===== src/rtl/dma_rf_pkg.sv =====
package dma_rf_pkg;

    localparam int OFS_W = 13;

    localparam logic [OFS_W-1:0] OFS_DESC   = 13'h058;
    localparam logic [OFS_W-1:0] OFS_BUF    = 13'h05C;
    localparam logic [OFS_W-1:0] OFS_GRP    = 13'h060;
    localparam logic [OFS_W-1:0] OFS_GRPDN  = 13'h07C;
    localparam logic [OFS_W-1:0] OFS_CMD    = 13'h080;
    localparam logic [OFS_W-1:0] OFS_CFG    = 13'h084;
    localparam logic [OFS_W-1:0] OFS_STAT   = 13'h088;
    localparam logic [OFS_W-1:0] OFS_IMASK  = 13'h08C;
    localparam logic [OFS_W-1:0] OFS_IACK   = 13'h090;
    localparam logic [OFS_W-1:0] OFS_IRAW   = 13'h094;
    localparam logic [OFS_W-1:0] OFS_IMSKD  = 13'h098;
    localparam logic [OFS_W-1:0] OFS_STRM   = 13'h09C;

    // stream command bit groups (low 10 bits only are decoded)
    localparam logic [9:0] STRM_LOAD_D = 10'h140;
    localparam int         STRM_BURST  = 5;
    localparam int         STRM_LOAD_C = 9;

    typedef enum logic [3:0] {
        REG_NONE, REG_DESC, REG_BUF, REG_GRP, REG_GRPDN, REG_CMD, REG_CFG,
        REG_STAT, REG_IMASK, REG_IACK, REG_IRAW, REG_IMSKD, REG_STRM
    } reg_sel_e;

    typedef enum logic [1:0] {
        BUS_IDLE, BUS_RESP_OK, BUS_RESP_ERR
    } bus_st_e;

    function automatic reg_sel_e offset_to_sel(input logic [OFS_W-1:0] ofs);
        reg_sel_e s;
        case (ofs)
            OFS_DESC:  s = REG_DESC;
            OFS_BUF:   s = REG_BUF;
            OFS_GRP:   s = REG_GRP;
            OFS_GRPDN: s = REG_GRPDN;
            OFS_CMD:   s = REG_CMD;
            OFS_CFG:   s = REG_CFG;
            OFS_STAT:  s = REG_STAT;
            OFS_IMASK: s = REG_IMASK;
            OFS_IACK:  s = REG_IACK;
            OFS_IRAW:  s = REG_IRAW;
            OFS_IMSKD: s = REG_IMSKD;
            OFS_STRM:  s = REG_STRM;
            default:   s = REG_NONE;
        endcase
        return s;
    endfunction

endpackage


===== src/rtl/dma_rf_decode.sv =====
module dma_rf_decode
    import dma_rf_pkg::*;
#(
    parameter int ADDR_W = 16,
    parameter int NUM_CH = 2
) (
    input  logic [ADDR_W-1:0]       addr_i,
    input  logic [3:0]              be_i,
    output logic [ADDR_W-OFS_W-1:0] ch_o,
    output reg_sel_e                sel_o,
    output logic                    ok_o
);
    localparam int CHF_W = ADDR_W - OFS_W;
    localparam logic [CHF_W:0] CH_LIMIT = (CHF_W+1)'(NUM_CH);

    logic full_word;
    logic ch_in_range;

    always_comb begin
        ch_o        = addr_i[ADDR_W-1:OFS_W];
        sel_o       = offset_to_sel(addr_i[OFS_W-1:0]);
        full_word   = (be_i == 4'hF);
        ch_in_range = ({1'b0, ch_o} < CH_LIMIT);
        ok_o        = full_word && ch_in_range;
    end

endmodule


===== src/rtl/dma_rf_bus_fsm.sv =====
module dma_rf_bus_fsm
    import dma_rf_pkg::*;
(
    input  logic clk,
    input  logic rst_n,
    input  logic req_i,
    input  logic ok_i,
    output logic accept_o,
    output logic resp_valid_o,
    output logic resp_err_o
);
    bus_st_e state_q, state_d;

    always_comb begin
        state_d = state_q;
        unique case (state_q)
            BUS_IDLE:     if (req_i) state_d = ok_i ? BUS_RESP_OK : BUS_RESP_ERR;
            BUS_RESP_OK:  state_d = BUS_IDLE;
            BUS_RESP_ERR: state_d = BUS_IDLE;
            default:      state_d = BUS_IDLE;
        endcase
    end

    always_ff @(posedge clk) begin
        if (!rst_n) state_q <= BUS_IDLE;
        else        state_q <= state_d;
    end

    always_comb begin
        accept_o     = (state_q == BUS_IDLE) && req_i;
        resp_valid_o = (state_q != BUS_IDLE);
        resp_err_o   = (state_q == BUS_RESP_ERR);
    end

    assert_resp_single_R1: assert property (@(posedge clk) disable iff (!rst_n)
        resp_valid_o |=> !resp_valid_o);

    assert_resp_follows_R1: assert property (@(posedge clk) disable iff (!rst_n)
        accept_o |=> resp_valid_o);

endmodule


===== src/rtl/dma_rf_channel.sv =====
module dma_rf_channel
    import dma_rf_pkg::*;
#(
    parameter int INTR_W = 4,
    parameter int SRC_W  = 8
) (
    input  logic              clk,
    input  logic              rst_n,
    input  logic              wr_en_i,
    input  reg_sel_e          sel_i,
    input  logic [31:0]       wdata_i,
    input  logic              client_attached_i,
    input  logic [2:0]        eng_state_i,
    input  logic              eng_eol_i,
    input  logic [SRC_W-1:0]  eng_src_i,
    input  logic [INTR_W-1:0] intr_set_i,
    input  logic              ctx_upd_i,
    input  logic [31:0]       ctx_desc_i,
    input  logic [31:0]       ctx_buf_i,
    output logic [31:0]       rd_o,
    output logic              chan_en_o,
    output logic              chan_stop_o,
    output logic              load_d_o,
    output logic              load_c_o,
    output logic              start_o,
    output logic              cont_o,
    output logic              irq_o,
    output logic [31:0]       desc_o,
    output logic [31:0]       buf_o,
    output logic [31:0]       grp_o,
    output logic [31:0]       grp_down_o
);
    localparam int STAT_PAD = 24 - SRC_W;
    localparam int IPAD     = 32 - INTR_W;

    logic [31:0]       desc_q, buf_q, grp_q, grpdn_q, cmd_q, cfg_q, strm_q;
    logic [INTR_W-1:0] mask_q, raw_q, masked_q;
    logic [INTR_W-1:0] raw_d, mask_d, ack_bits;
    logic [9:0]        cmd10;
    logic              strm_wr, cmd_wr, wants_load_d;
    logic              ld_d_q, ld_c_q, st_q, cont_q;
    logic [31:0]       stat_word;

    always_comb begin
        strm_wr      = wr_en_i && (sel_i == REG_STRM);
        cmd_wr       = wr_en_i && (sel_i == REG_CMD);
        cmd10        = wdata_i[9:0];
        wants_load_d = |(cmd10 & STRM_LOAD_D);
        ack_bits     = (wr_en_i && sel_i == REG_IACK) ? wdata_i[INTR_W-1:0] : '0;
        raw_d        = (raw_q & ~ack_bits) | intr_set_i;
        mask_d       = (wr_en_i && sel_i == REG_IMASK) ? wdata_i[INTR_W-1:0] : mask_q;
    end

    // pointer and configuration storage
    always_ff @(posedge clk) begin
        if (!rst_n) begin
            desc_q  <= '0;
            buf_q   <= '0;
            grp_q   <= '0;
            grpdn_q <= '0;
            cmd_q   <= '0;
            cfg_q   <= '0;
            strm_q  <= '0;
        end else begin
            if (wr_en_i) begin
                unique case (sel_i)
                    REG_DESC:  desc_q  <= wdata_i;
                    REG_BUF:   buf_q   <= wdata_i;
                    REG_GRP:   grp_q   <= wdata_i;
                    REG_GRPDN: grpdn_q <= wdata_i;
                    REG_CMD:   cmd_q   <= wdata_i;
                    REG_CFG:   cfg_q   <= wdata_i;
                    REG_STRM:  strm_q  <= wdata_i;
                    default:   ;
                endcase
            end
            if (ctx_upd_i) begin
                desc_q <= ctx_desc_i;
                buf_q  <= ctx_buf_i;
            end
        end
    end

    // interrupt registers
    always_ff @(posedge clk) begin
        if (!rst_n) begin
            raw_q    <= '0;
            mask_q   <= '0;
            masked_q <= '0;
        end else begin
            raw_q    <= raw_d;
            mask_q   <= mask_d;
            masked_q <= raw_d & mask_d;
        end
    end

    // command pulses
    always_ff @(posedge clk) begin
        if (!rst_n) begin
            ld_d_q <= 1'b0;
            ld_c_q <= 1'b0;
            st_q   <= 1'b0;
            cont_q <= 1'b0;
        end else begin
            ld_d_q <= strm_wr && wants_load_d;
            st_q   <= strm_wr && wants_load_d && cmd10[STRM_BURST];
            ld_c_q <= strm_wr && cmd10[STRM_LOAD_C];
            cont_q <= cmd_wr;
        end
    end

    always_comb begin
        stat_word = {{STAT_PAD{1'b0}}, eng_src_i, 2'b00, eng_eol_i, 2'b00, eng_state_i};
        unique case (sel_i)
            REG_DESC:  rd_o = desc_q;
            REG_BUF:   rd_o = buf_q;
            REG_GRP:   rd_o = grp_q;
            REG_GRPDN: rd_o = grpdn_q;
            REG_CMD:   rd_o = cmd_q;
            REG_CFG:   rd_o = cfg_q;
            REG_STAT:  rd_o = stat_word;
            REG_IMASK: rd_o = {{IPAD{1'b0}}, mask_q};
            REG_IRAW:  rd_o = {{IPAD{1'b0}}, raw_q};
            REG_IMSKD: rd_o = {{IPAD{1'b0}}, masked_q};
            REG_STRM:  rd_o = strm_q;
            default:   rd_o = '0;
        endcase
    end

    always_comb begin
        chan_en_o   = cfg_q[0] && client_attached_i;
        chan_stop_o = cfg_q[1];
        load_d_o    = ld_d_q;
        load_c_o    = ld_c_q;
        start_o     = st_q;
        cont_o      = cont_q;
        irq_o       = |masked_q;
        desc_o      = desc_q;
        buf_o       = buf_q;
        grp_o       = grp_q;
        grp_down_o  = grpdn_q;
    end

    assert_ack_clears_R5: assert property (@(posedge clk) disable iff (!rst_n)
        (wr_en_i && sel_i == REG_IACK && intr_set_i == '0)
        |=> ((raw_q & $past(wdata_i[INTR_W-1:0])) == '0));

    assert_irq_level_R6: assert property (@(posedge clk) disable iff (!rst_n)
        irq_o == (|(raw_q & mask_q)));

    assert_start_with_load_R7: assert property (@(posedge clk) disable iff (!rst_n)
        start_o |-> load_d_o);

    assert_cont_pulse_R9: assert property (@(posedge clk) disable iff (!rst_n)
        cont_o |=> !cont_o);

    assert_ctx_wins_R8: assert property (@(posedge clk) disable iff (!rst_n)
        ctx_upd_i |=> (desc_o == $past(ctx_desc_i)) && (buf_o == $past(ctx_buf_i)));

endmodule


===== src/rtl/dma_chan_regfront.sv =====
module dma_chan_regfront
    import dma_rf_pkg::*;
#(
    parameter int NUM_CH = 2,
    parameter int ADDR_W = 16,
    parameter int INTR_W = 4,
    parameter int SRC_W  = 8
) (
    input  logic                     clk,
    input  logic                     rst_n,
    input  logic                     req_i,
    input  logic                     we_i,
    input  logic [ADDR_W-1:0]        addr_i,
    input  logic [3:0]               be_i,
    input  logic [31:0]              wdata_i,
    output logic                     resp_valid_o,
    output logic                     resp_err_o,
    output logic [31:0]              rdata_o,
    input  logic [NUM_CH-1:0]        client_attached_i,
    input  logic [NUM_CH*3-1:0]      eng_state_i,
    input  logic [NUM_CH-1:0]        eng_eol_i,
    input  logic [NUM_CH*SRC_W-1:0]  eng_src_i,
    input  logic [NUM_CH*INTR_W-1:0] intr_set_i,
    input  logic [NUM_CH-1:0]        ctx_upd_i,
    input  logic [NUM_CH*32-1:0]     ctx_desc_i,
    input  logic [NUM_CH*32-1:0]     ctx_buf_i,
    output logic [NUM_CH-1:0]        chan_en_o,
    output logic [NUM_CH-1:0]        chan_stop_o,
    output logic [NUM_CH-1:0]        load_d_o,
    output logic [NUM_CH-1:0]        load_c_o,
    output logic [NUM_CH-1:0]        start_o,
    output logic [NUM_CH-1:0]        cont_o,
    output logic [NUM_CH-1:0]        irq_o,
    output logic [NUM_CH*32-1:0]     desc_o,
    output logic [NUM_CH*32-1:0]     buf_o,
    output logic [NUM_CH*32-1:0]     grp_o,
    output logic [NUM_CH*32-1:0]     grp_down_o
);
    localparam int CHF_W = ADDR_W - OFS_W;

    logic [CHF_W-1:0] ch_idx;
    reg_sel_e         sel;
    logic             acc_ok, accept;
    logic [31:0]      rd_ch [NUM_CH];
    logic [31:0]      rd_pick;
    logic [31:0]      rdata_q;

    dma_rf_decode #(.ADDR_W(ADDR_W), .NUM_CH(NUM_CH)) u_dec (
        .addr_i (addr_i),
        .be_i   (be_i),
        .ch_o   (ch_idx),
        .sel_o  (sel),
        .ok_o   (acc_ok)
    );

    dma_rf_bus_fsm u_fsm (
        .clk          (clk),
        .rst_n        (rst_n),
        .req_i        (req_i),
        .ok_i         (acc_ok),
        .accept_o     (accept),
        .resp_valid_o (resp_valid_o),
        .resp_err_o   (resp_err_o)
    );

    for (genvar i = 0; i < NUM_CH; i++) begin : g_ch
        logic wr_en;
        assign wr_en = accept && acc_ok && we_i && (ch_idx == CHF_W'(i));

        dma_rf_channel #(.INTR_W(INTR_W), .SRC_W(SRC_W)) u_ch (
            .clk               (clk),
            .rst_n             (rst_n),
            .wr_en_i           (wr_en),
            .sel_i             (sel),
            .wdata_i           (wdata_i),
            .client_attached_i (client_attached_i[i]),
            .eng_state_i       (eng_state_i[i*3 +: 3]),
            .eng_eol_i         (eng_eol_i[i]),
            .eng_src_i         (eng_src_i[i*SRC_W +: SRC_W]),
            .intr_set_i        (intr_set_i[i*INTR_W +: INTR_W]),
            .ctx_upd_i         (ctx_upd_i[i]),
            .ctx_desc_i        (ctx_desc_i[i*32 +: 32]),
            .ctx_buf_i         (ctx_buf_i[i*32 +: 32]),
            .rd_o              (rd_ch[i]),
            .chan_en_o         (chan_en_o[i]),
            .chan_stop_o       (chan_stop_o[i]),
            .load_d_o          (load_d_o[i]),
            .load_c_o          (load_c_o[i]),
            .start_o           (start_o[i]),
            .cont_o            (cont_o[i]),
            .irq_o             (irq_o[i]),
            .desc_o            (desc_o[i*32 +: 32]),
            .buf_o             (buf_o[i*32 +: 32]),
            .grp_o             (grp_o[i*32 +: 32]),
            .grp_down_o        (grp_down_o[i*32 +: 32])
        );
    end

    always_comb begin
        rd_pick = '0;
        for (int i = 0; i < NUM_CH; i++) begin
            if (ch_idx == CHF_W'(i)) rd_pick = rd_ch[i];
        end
    end

    always_ff @(posedge clk) begin
        if (!rst_n)      rdata_q <= '0;
        else if (accept) rdata_q <= (acc_ok && !we_i) ? rd_pick : '0;
    end

    assign rdata_o = rdata_q;

    assert_narrow_err_R10: assert property (@(posedge clk) disable iff (!rst_n)
        (accept && be_i != 4'hF) |=> (resp_err_o && rdata_o == '0));

    assert_err_only_bad_R1: assert property (@(posedge clk) disable iff (!rst_n)
        (accept && acc_ok) |=> !resp_err_o);

endmodule


===== config.mk =====
export PLATFORM = sky130hd
export DESIGN_NAME = dma_chan_regfront
export DESIGN_NICKNAME = d
export VERILOG_FILES = /design/src/rtl/dma_rf_pkg.sv /design/src/rtl/dma_rf_decode.sv /design/src/rtl/dma_rf_bus_fsm.sv /design/src/rtl/dma_rf_channel.sv /design/src/rtl/dma_chan_regfront.sv
export SDC_FILE = /design/constraint.sdc
export NUM_CORES = 1
export LEC_CHECK = 0
export BUFFER_PORTS_ARGS = -buffer_cell sky130_fd_sc_hd__buf_2
export CELL_PAD_IN_SITES_DETAIL_PLACEMENT = 1
export CELL_PAD_IN_SITES_GLOBAL_PLACEMENT = 1
export CORE_ASPECT_RATIO = 1.5
export CORE_MARGIN = 1.5
export CORE_UTILIZATION = 35
export CTS_CLUSTER_DIAMETER = 100
export DETAILED_ROUTE_END_ITERATION = 8
export GPL_TIMING_DRIVEN = 0
export PLACE_DENSITY = 0.73
export SLEW_MARGIN = 20
export SYNTH_ARGS = -nofsm -noshare
export SYNTH_HDL_FRONTEND = slang
export SYNTH_SLANG_ARGS = --single-unit

===== constraint.sdc =====
create_clock -name clk -period 4.37 [get_ports clk]
set_input_delay 0 -clock clk [delete_from_list [all_inputs] [get_ports clk]]
set_output_delay 0 -clock clk [all_outputs]
set_load 0.02 [all_outputs]

## Word-level counts from Yosys, hierarchy flattened

Cells that the tools add are included.

- Input bits: 220
- Output and inout bits: 304
- Word-level logic and storage cells: 138
- Bits in registers: 514

- $lt $le $gt $ge: 1
- Bitwise gates (word level): 8
- Mux-type cells: 21
- Equal/unequal tests: 27
- Reduce and logical (&&, ||, !) cells: 51

Operators with widths:

| operator | count |
|---|---|
| one-hot mux 32 bit (11 select lines) | 2 |
| 2-to-1 mux 32 bit | 13 |
| == test 13 x 8 -> 1 bit (second input constant) | 8 |
| == test 13 x 7 -> 1 bit (second input constant) | 4 |
| one-hot mux 4 bit (12 select lines) | 1 |
| AND reduction 2 bit | 15 |
| == test 4 bit (second input constant) | 6 |
| logical AND 1 bit | 23 |
| bitwise AND 4 bit | 4 |
| == test 4 x 3 -> 1 bit (second input constant) | 4 |
| 2-to-1 mux 4 bit | 4 |
| nonzero test 2 bit | 7 |
| == test 4 x 2 -> 1 bit (second input constant) | 2 |
| inverter 4 bit | 2 |
| bitwise OR 4 bit | 2 |
| OR reduction 4 bit | 2 |
| == test 4 x 1 -> 1 bit (second input constant) | 1 |
| == test 3 x 1 -> 1 bit (second input constant) | 1 |
| logical NOT 3 bit | 1 |
| < comparator 3 x 2 -> 1 bit (second input constant) | 1 |
| == test 2 bit (second input constant) | 1 |
| logical NOT 2 bit | 1 |
| 2-to-1 mux 2 bit | 1 |
| OR reduction 2 bit | 1 |
| logical NOT 1 bit | 1 |

## Longest topological paths before layout

Gate-level depths: netlist of the first run.

- Depth in word-level cells: 11
- Gate-level depth with buffers: 10
- Mapped depth without buffers: 6

## By module

From an unflattened synthesis of the first run, not the netlist that was laid out.

- Cell total of the unflattened synthesis: 2,869
- Area, all modules: 24,649.9 um^2

By module, submodules not included:

| module | area an instance (um^2) | instances | cells each | sequential area each (um^2) |
|---|---|---|---|---|
| dma_rf_channel | 11,428.5 | 2 | 1,343 | 4,804.6 |
| dma_chan_regfront | 1,529.0 | 1 | 149 | 640.6 |
| dma_rf_decode | 183.9 | 1 | 27 | 0.0 |
| dma_rf_bus_fsm | 80.1 | 1 | 7 | 40.0 |

## Worst setup path before layout of the first run

No wires, ideal clock.

- Kind: input-to-reg
- Start: input port addr_i[1]
- End: register g_ch[1].u_ch.grpdn_q[10]
- Library setup time: 0.132 ns
- Setup slack: 2.319 ns
- Path buffers: 4
- Data arrival time: 1.919 ns
- Required time: 4.238 ns
- Cell stages on the path: 9
- Cell sequence: or4_4 > buf_6 > nor4_2 > buf_2 > buf_2 > nand2_1 > clkbuf_1 > nand2_1 > a21oi_1

- Longest elaborated chain between the ends: 4
- Elaborated cells between the ends (all ways): 15
- Classes of those cells: 13 x eq/ne; 1 x mux; 1 x reduce/logical

Ends and longest elaborated chain:

| item | line | source |
|---|---|---|
| start: declaration | dma_chan_regfront.sv:13 | `input logic [ADDR_W-1:0] addr_i,` |
| == test 13 x 8 -> 1 bit / == test 13 x 7 -> 1 bit (equally long branches) | dma_rf_pkg.sv:34 | `case (ofs)` |
| one-hot mux 4 bit (12 select lines) * | dma_rf_pkg.sv:34 |  |
| == test 4 x 3 -> 1 bit * | dma_rf_channel.sv:66 | `unique case (sel_i)` |
| AND reduction 2 bit (no source line) * | - |  |
| end signal: assignment | dma_rf_channel.sv:70 | `REG_GRPDN: grpdn_q <= wdata_i;` |
| end: declaration | dma_rf_channel.sv:36 | `logic [31:0] desc_q, buf_q, grp_q, grpdn_q, cmd_q, cfg_q, strm_q;` |

Every way passes the cells marked *; elsewhere a longest branch is shown, timed or not.
A chain may end at the register's enable or synchronous reset.

## Worst setup path in the final report of the first run

- Start: register u_fsm.state_q[0]
- End: register g_ch[1].u_ch.buf_q[12]

- Longest elaborated chain between the ends: 7

Ends and longest elaborated chain:

| item | line | source |
|---|---|---|
| start: declaration | dma_rf_bus_fsm.sv:12 | `bus_st_e state_q, state_d;` |
| start signal: assignment | dma_rf_bus_fsm.sv:26 | `else state_q <= state_d;` |
| logical NOT 2 bit | dma_rf_bus_fsm.sv:30 | `accept_o = (state_q == BUS_IDLE) && req_i;` |
| logical AND 1 bit | dma_rf_bus_fsm.sv:30 |  |
| logical AND 1 bit (3 in series) | dma_chan_regfront.sv:68 | `assign wr_en = accept && acc_ok && we_i && (ch_idx == CHF_W'(i));` |
| nonzero test 2 bit (no source line) | - |  |
| AND reduction 2 bit (no source line) | - |  |
| end signal: assignment | dma_rf_channel.sv:68 | `REG_BUF: buf_q <= wdata_i;` |
| end signal: assignment | dma_rf_channel.sv:79 | `buf_q <= ctx_buf_i;` |
| end: declaration | dma_rf_channel.sv:36 |  |

Every way passes these cells.

==> impl_metrics.ini, run 1 <==
[outcome]
status = complete, but fails checks
violations = negative setup slack

[setup_path]
r2r_cells = 8
worstPathRequired_ns = 4.92
critical-path-max-stage-delay_ns = 0.87
path_max_fanout = 10
worst_setup_path_end_kind = flip-flop
crit_type = reg -> reg
cpMaxStageDelayCell = nor2_1
arrival_ns = 4.96
path_cells = nor3b_1 -> nand4_1 -> nor2_1 -> nand2_1 -> buf_2 -> mux2i_1 -> a21oi_1 -> dlygate4sd3_1
crit_path_start_kind = flip-flop
cpLargestDelayFamily = simple AND/OR/NAND/NOR gates
cp_num_buf_inv = 2
path_depth = 8

[hold_path]
hold_class = in -> reg
worstHoldPathCells = 3

[detailed_routing]
vias = 30640
drt_iter0_drc = 3343
wl_met3_um = 15760
met1_length_um = 55760
met2_length_um = 71420
route.detailed.drc = 0
drt-pass1-iter-count = 6
highest_layer = met5
avgViaCountPerCell = 6.396
antenna_left = 0
wl_um = 164600
post_drt_wl_per_cell_um = 34.36

[grt]
grt_pass1_wl_um = 226900
grt_max_degree = 15
grt_antenna_before_repair = 17
grt-ovfl-total = 0
grt_pass1_vias = 30730
grt_use_total_pct = 45.99

[synth]
syn-cell-area_um2 = 23670
syn_nets = 3200
yosysTopAreaCell = dfxtp_1
synth_top_area_share_pct = 43.48
yosys_warnings = 0
synth-seq-cells = 514
synthCells = 2980
yosys-top-cells-area = dfxtp_1, nand2_1, a21oi_1, mux2i_1, clkbuf_1
synth_edf_count = 0
synthFlopType = dfxtp_1
synthDistinctLibCells = 69
async_flop_share_pct = 0
avgSynthCellArea_um2 = 7.941
synth.yosys.seq_area_share_pct = 43.48

[placed_design]
placed_cells = 4387
io_buffers = 516
routabilityCongestion = 1.033
post-place-ws_ns = 0.6055
hpwlAfterDp_um = 118700

[clocking]
cts_buffer_depth = 3
clock_sinks = 514
clkLatencyLatePin_ns = 0.67
cts_tree = yes
numCtsBuffers = 53
clk_pin_slew_ns = 0.07
ctsRootBufferMaster = clkbuf_16
cts.htree.levels = 2
cts_resized = 0
cts_setup_buffers = 0

[sta]
rsz0062_at_grt = no
worstMarginPinSlew_ns = 1.272
setup_ws_ns = -0.03712
slew_headroom_pct = 14.82
timing.fmax_mhz = 226.9
fin_crit_sh_pct = 100.8
timing.hold.ws_ns = 0.006800
hold_violations = 0
finalCriticalPeriod_ns = 4.407
clock_skew_ns = 0.03817
slew_violations = 0
setup_violations = 1

[cells_and_area]
fillers = 8196
fin_cells = 4790
final_nets = 4067
final_cell_mix = nand2_1, buf_2, dfxtp_1
layout-drive-gt1-share_pct = 19.84
layout_commonest_cell = nand2_1
syn2layout_area_growth_pct = 36.12

[floorplanning]
core_area_um2 = 66760
row_count = 116
initial_core_util_pct = 35.45
die_h_um = 321.5
ios = 524
die_area_um2 = 69220
die_x_um = 215.3

[pwr]
combPwrFrac_pct = 12.2
clkPwrFrac_pct = 44.1
p_per_area_nw_per_um2 = 352.0
p_int_uw = 8027
p_sw_uw = 3312
seq_power_share_pct = 43.7
switching_share_pct = 29.21
power_leakage_uw = 0.01309
total_power_uw = 11340
ir_drop_uv = 248.3

[flow_run]
cap_violations = 0
[synthesized netlist by cell type (all sizes together) (6+ instances only)]
cell,instances
a31o,18
a222oi,14
o22ai,20
nor4,35
a32o,6
a221oi,74
mux2i,139
or4,7
nand2,739
nor3,55
nand4b,21
clkbuf,224
a22oi,46
nor2,45
o32a,18
nor4bb,7
o21ai,133
nand3,90
a22o,11
and3,16
inv,21
a21oi,508
dfxtp,514
buf,88
o31ai,21
nand4,9
mux2,16
a211oi,8
[worst paths after layout]
path | slack [ns] | start | end
hold reg to reg | 0.45 | g_ch[0].u_ch.cmd_q[14]$_SDFFE_PN0P_ | g_ch[0].u_ch.cmd_q[14]$_SDFFE_PN0P_
hold / removal | 0.007 | wdata_i[2] | g_ch[0].u_ch.desc_o[2]$_SDFFE_PN0P_
setup / recovery | -0.04 | u_fsm.state_q[0]$_SDFFE_PN0P_ | g_ch[1].u_ch.buf_o[12]$_SDFFE_PN0P_
setup reg to reg | -0.04 | u_fsm.state_q[0]$_SDFFE_PN0P_ | g_ch[1].u_ch.buf_o[12]$_SDFFE_PN0P_
[per-layer routing]
layer / up-vias / global-route usage (%)
met2: 2391 / 70.87
li1: 12370 / -
met3: 918 / 11.51
met1: 14950 / 49.10
met5: - / 0
met4: 8 / 50.64
[what timing repair did]
action                                  4_1_cts  5_1_grt
endpoints found under the setup margin        0        0
hold buffers                                286        1
endpoints found under the hold margin       157        1
[power groups by stage]
stage	Clock (µW)	Combinational, µW	Sequential (µW)
floorplan	0	408	5030
global placement	0	1030	5040
detailed placement	0	1040	5040
CTS	4930	1270	4930
global route	5120	1400	4940
finish	5000	1390	4960
[sequential cells by signal (all words and copies together), names as in the netlist, 8 cells and up]
signal	cells
g_ch.u_ch.buf_o	64
g_ch.u_ch.cfg_q	64
g_ch.u_ch.cmd_q	64
g_ch.u_ch.desc_o	64
g_ch.u_ch.grp_down_o	64
g_ch.u_ch.grp_o	64
g_ch.u_ch.mask_q	8
g_ch.u_ch.masked_q	8
g_ch.u_ch.raw_q	8
g_ch.u_ch.strm_q	64
rdata_o	32
[logic make-up (layout without fill, tap and decap cells)]
| kind of cell | count (synthesis) | count (layout) | synth area share [%] |
|---|---|---|---|
| mux | 155 | 155 | 6.641 |
| simple gates | 1064 | 1064 | 20.69 |
| flops | 514 | 514 | 43.48 |
| compound gates | 914 | 914 | 23.25 |
| buf+inv | 333 | 1245 | 5.943 |
| other cells | 0 | 13 | 0 |
[final cells by class]
cell class | count | area (µm²) | area share (%)
Multi-Input combinational cell | 2133 | 12030 | 37.35
Inverter | 21 | 78.83 | 0.2447
Clock buffer | 76 | 1513 | 4.696
Clock inverter | 24 | 305.3 | 0.9477
Tap cell | 885 | 1107 | 3.437
Buffer | 312 | 1335 | 4.144
Sequential cell | 514 | 10290 | 31.94
Antenna cell | 13 | 32.53 | 0.1010
Timing Repair Buffer | 812 | 5522 | 17.14
[stage by stage]
stage	util (%)	TNS, ns	instance area, µm²
3_5_place_dp	41.10	0	27440
2_1_floorplan	-	0	23670
5_1_grt	48.22	0	32200
3_3_place_gp	40.97	0	27360
4_1_cts	48.11	0	32120
6_report	48.25	-0.03712	32210
[worst reg2reg max path, stage by stage, from the launching register on]
cell	delay (ns)
dfxtp_1	0.33
nor3b_1	0.52
nand4_1	0.42
nor2_1	0.87
nand2_1	0.61
buf_2	0.43
mux2i_1	0.33
a21oi_1	0.16
dlygate4sd3_1	0.62
(Power assumes the default switching activity.)
==> run 2: changes to the inputs <==
CORE_ASPECT_RATIO = 1.4   (was 1.5)
==> run 2 against run 1 <==
Compared with the run above:
- the run ends with max-slew violations, negative setup slack left
- clock skew up 0.0065 ns
- sequential share of layout area up 0.14 points
- register-to-register slack got worse by 0.08 ns
- design area is 0.45% lower
- count of clock-buffer cells in the layout up 5
- sequential power is essentially flat
- non-clock buffer count down 7
- first-iteration DRC count grew 11%
- sequential cell count stayed put
- maximum frequency shrank 1.8%
- critical endpoint is now rdata_o[0]$_SDFFE_PN0P_
- highest routed layer unchanged
==> impl_metrics.ini, run 2 (synthesis results as in run 1) <==
[outcome]
status = complete, but fails checks
violations = max-slew violations, negative setup slack

[setup_path]
crit_path_end = rdata_o[0]$_SDFFE_PN0P_
rrSetupSlack_ns = -0.12
r2r_end = rdata_o[0]$_SDFFE_PN0P_
crit_type = reg -> reg
crit_start = u_fsm.state_q[0]$_SDFFE_PN0P_
worstPathRequired_ns = 4.98
r2r_cells = 9
r2r-start = u_fsm.state_q[0]$_SDFFE_PN0P_
arrival_ns = 5.10
worst_setup_path_end_kind = flip-flop
crit_path_start_kind = flip-flop
path_max_fanout = 10

[placed_design]
io_buffers = 516
routabilityCongestion = 1.015
hpwlAfterDp_um = 117900

[sta]
slew_violations = 1
setup_ws_ns = -0.1172
timing.hold.ws_ns = 0.01967
fin_crit_sh_pct = 102.7
clock_skew_ns = 0.04469
timing.fmax_mhz = 222.9
slew_headroom_pct = -11.58
finalCriticalPeriod_ns = 4.487
hold_violations = 0
rsz0062_at_grt = no
worstMarginPinSlew_ns = 1.674
setup_violations = 2

[clocking]
clkLatencyLatePin_ns = 0.67
cts_setup_buffers = 0
ctsRootBufferMaster = clkbuf_16
clk_pin_slew_ns = 0.07
cts_tree = yes
cts_buffer_depth = 3
clock_sinks = 514
numCtsBuffers = 54
cts.htree.levels = 2

[grt]
grt-ovfl-total = 0
grt_use_total_pct = 45.55
grt_pass1_wl_um = 225000
grt_antenna_before_repair = 15
grt_max_degree = 15
grt_pass1_vias = 30130

[detailed_routing]
avgViaCountPerCell = 6.458
vias = 30700
route.detailed.drc = 0
highest_layer = met5
drt_iter0_drc = 3707
wl_um = 164700
wl_met3_um = 16830
met1_length_um = 55830
met2_length_um = 70570
post_drt_wl_per_cell_um = 34.65
drt-pass1-iter-count = 8
antenna_left = 0

[cells_and_area]
layout_commonest_cell = nand2_1
final_nets = 4061
fin_util_pct = 47.98
syn2layout_area_growth_pct = 35.51
final_cell_mix = nand2_1, buf_2, dfxtp_1
layout-drive-gt1-share_pct = 19.64

[pwr]
ir_drop_uv = 306.7
p_sw_uw = 3323
clkPwrFrac_pct = 43.5
power_leakage_uw = 0.01301
p_per_area_nw_per_um2 = 350.4
switching_share_pct = 29.58
p_int_uw = 7912
seq_power_share_pct = 44.2
combPwrFrac_pct = 12.3
total_power_uw = 11240

[floorplanning]
die_h_um = 310.7
core_area_um2 = 66840
initial_core_util_pct = 35.40
die_x_um = 222.8
die_area_um2 = 69210
ios = 524
row_count = 112

[flow_run]
cap_violations = 0

[hold_path]
min_from = eng_eol_i[0]
hold_class = in -> reg
==> run 2: critical path, cell delays in order, from the launching register on <==
cell	delay (ns)
dfxtp_1	0.44
nor3b_1	0.14
clkbuf_1	0.35
nor2_1	0.41
clkbuf_1	0.51
buf_1	0.68
clkbuf_1	0.88
a21oi_1	0.16
a211oi_1	0.22
dlygate4sd3_1	0.61
==> run 2: through the flow <==
stage	std cells	area (µm²)	TNS, ns	setup WS, ns
5_1_grt	4747	32050	0	0.03674
2_1_floorplan	2980	23670	0	2.319
4_1_cts	4734	31980	0	0.3333
6_report	4753	32070	-0.2307	-0.1172
3_5_place_dp	4353	27380	0	0.6412
3_3_place_gp	4351	27320	0	0.4764
==> run 2: routing by layer <==
| metal | global-route usage (%) | vias up |
|---|---|---|
| li1 | - | 12370 |
| met1 | 50.27 | 14900 |
| met2 | 69.51 | 2467 |
| met3 | 10.77 | 963 |
| met4 | 47.91 | 4 |
| met5 | 0.2805 | - |
==> run 2: timing repair <==
item                                    4_1_cts  5_1_grt
endpoints found under the setup margin        0        5
resized for setup                             0        3
hold endpoints to repair                    157        0
hold buffers                                282        0
==> run 2: power by group through the flow <==
| stage | clock network (µW) | logic (µW) | registers (µW) |
|---|---|---|---|
| 3_3_place_gp | 0 | 1010 | 5050 |
| 5_1_grt | 5030 | 1400 | 4950 |
| 2_1_floorplan | 0 | 408 | 5030 |
| 3_5_place_dp | 0 | 1020 | 5050 |
| 6_report | 4890 | 1380 | 4960 |
| 4_1_cts | 4790 | 1240 | 4940 |
==> run 2: area by class of cell <==
type	count	area, µm²
antenna	14	35.03
buffer	312	1330
clock buffer	81	1573
clock inverter	18	200.2
fill	8197	34770
inverter	21	78.83
multi-input combinational	2133	12020
sequential	514	10290
tap	855	1070
timing repair buffer	805	5469
==> run 2: how the worst min path moves through the flow <==
stage	endpoint	slack, ns	cells after the start
finish	rdata_o[5]$_SDFFE_PN0P_	0.02	5
global route	rdata_o[5]$_SDFFE_PN0P_	0.03	5
CTS	g_ch[1].u_ch.buf_o[1]$_SDFFE_PN0P_	0.002	3
detailed placement	g_ch[0].u_ch.raw_q[0]$_SDFF_PN0_	0.25	3
global placement	g_ch[0].u_ch.raw_q[3]$_SDFF_PN0_	0.22	3
floorplan	g_ch[0].u_ch.raw_q[0]$_SDFF_PN0_	0.13	2
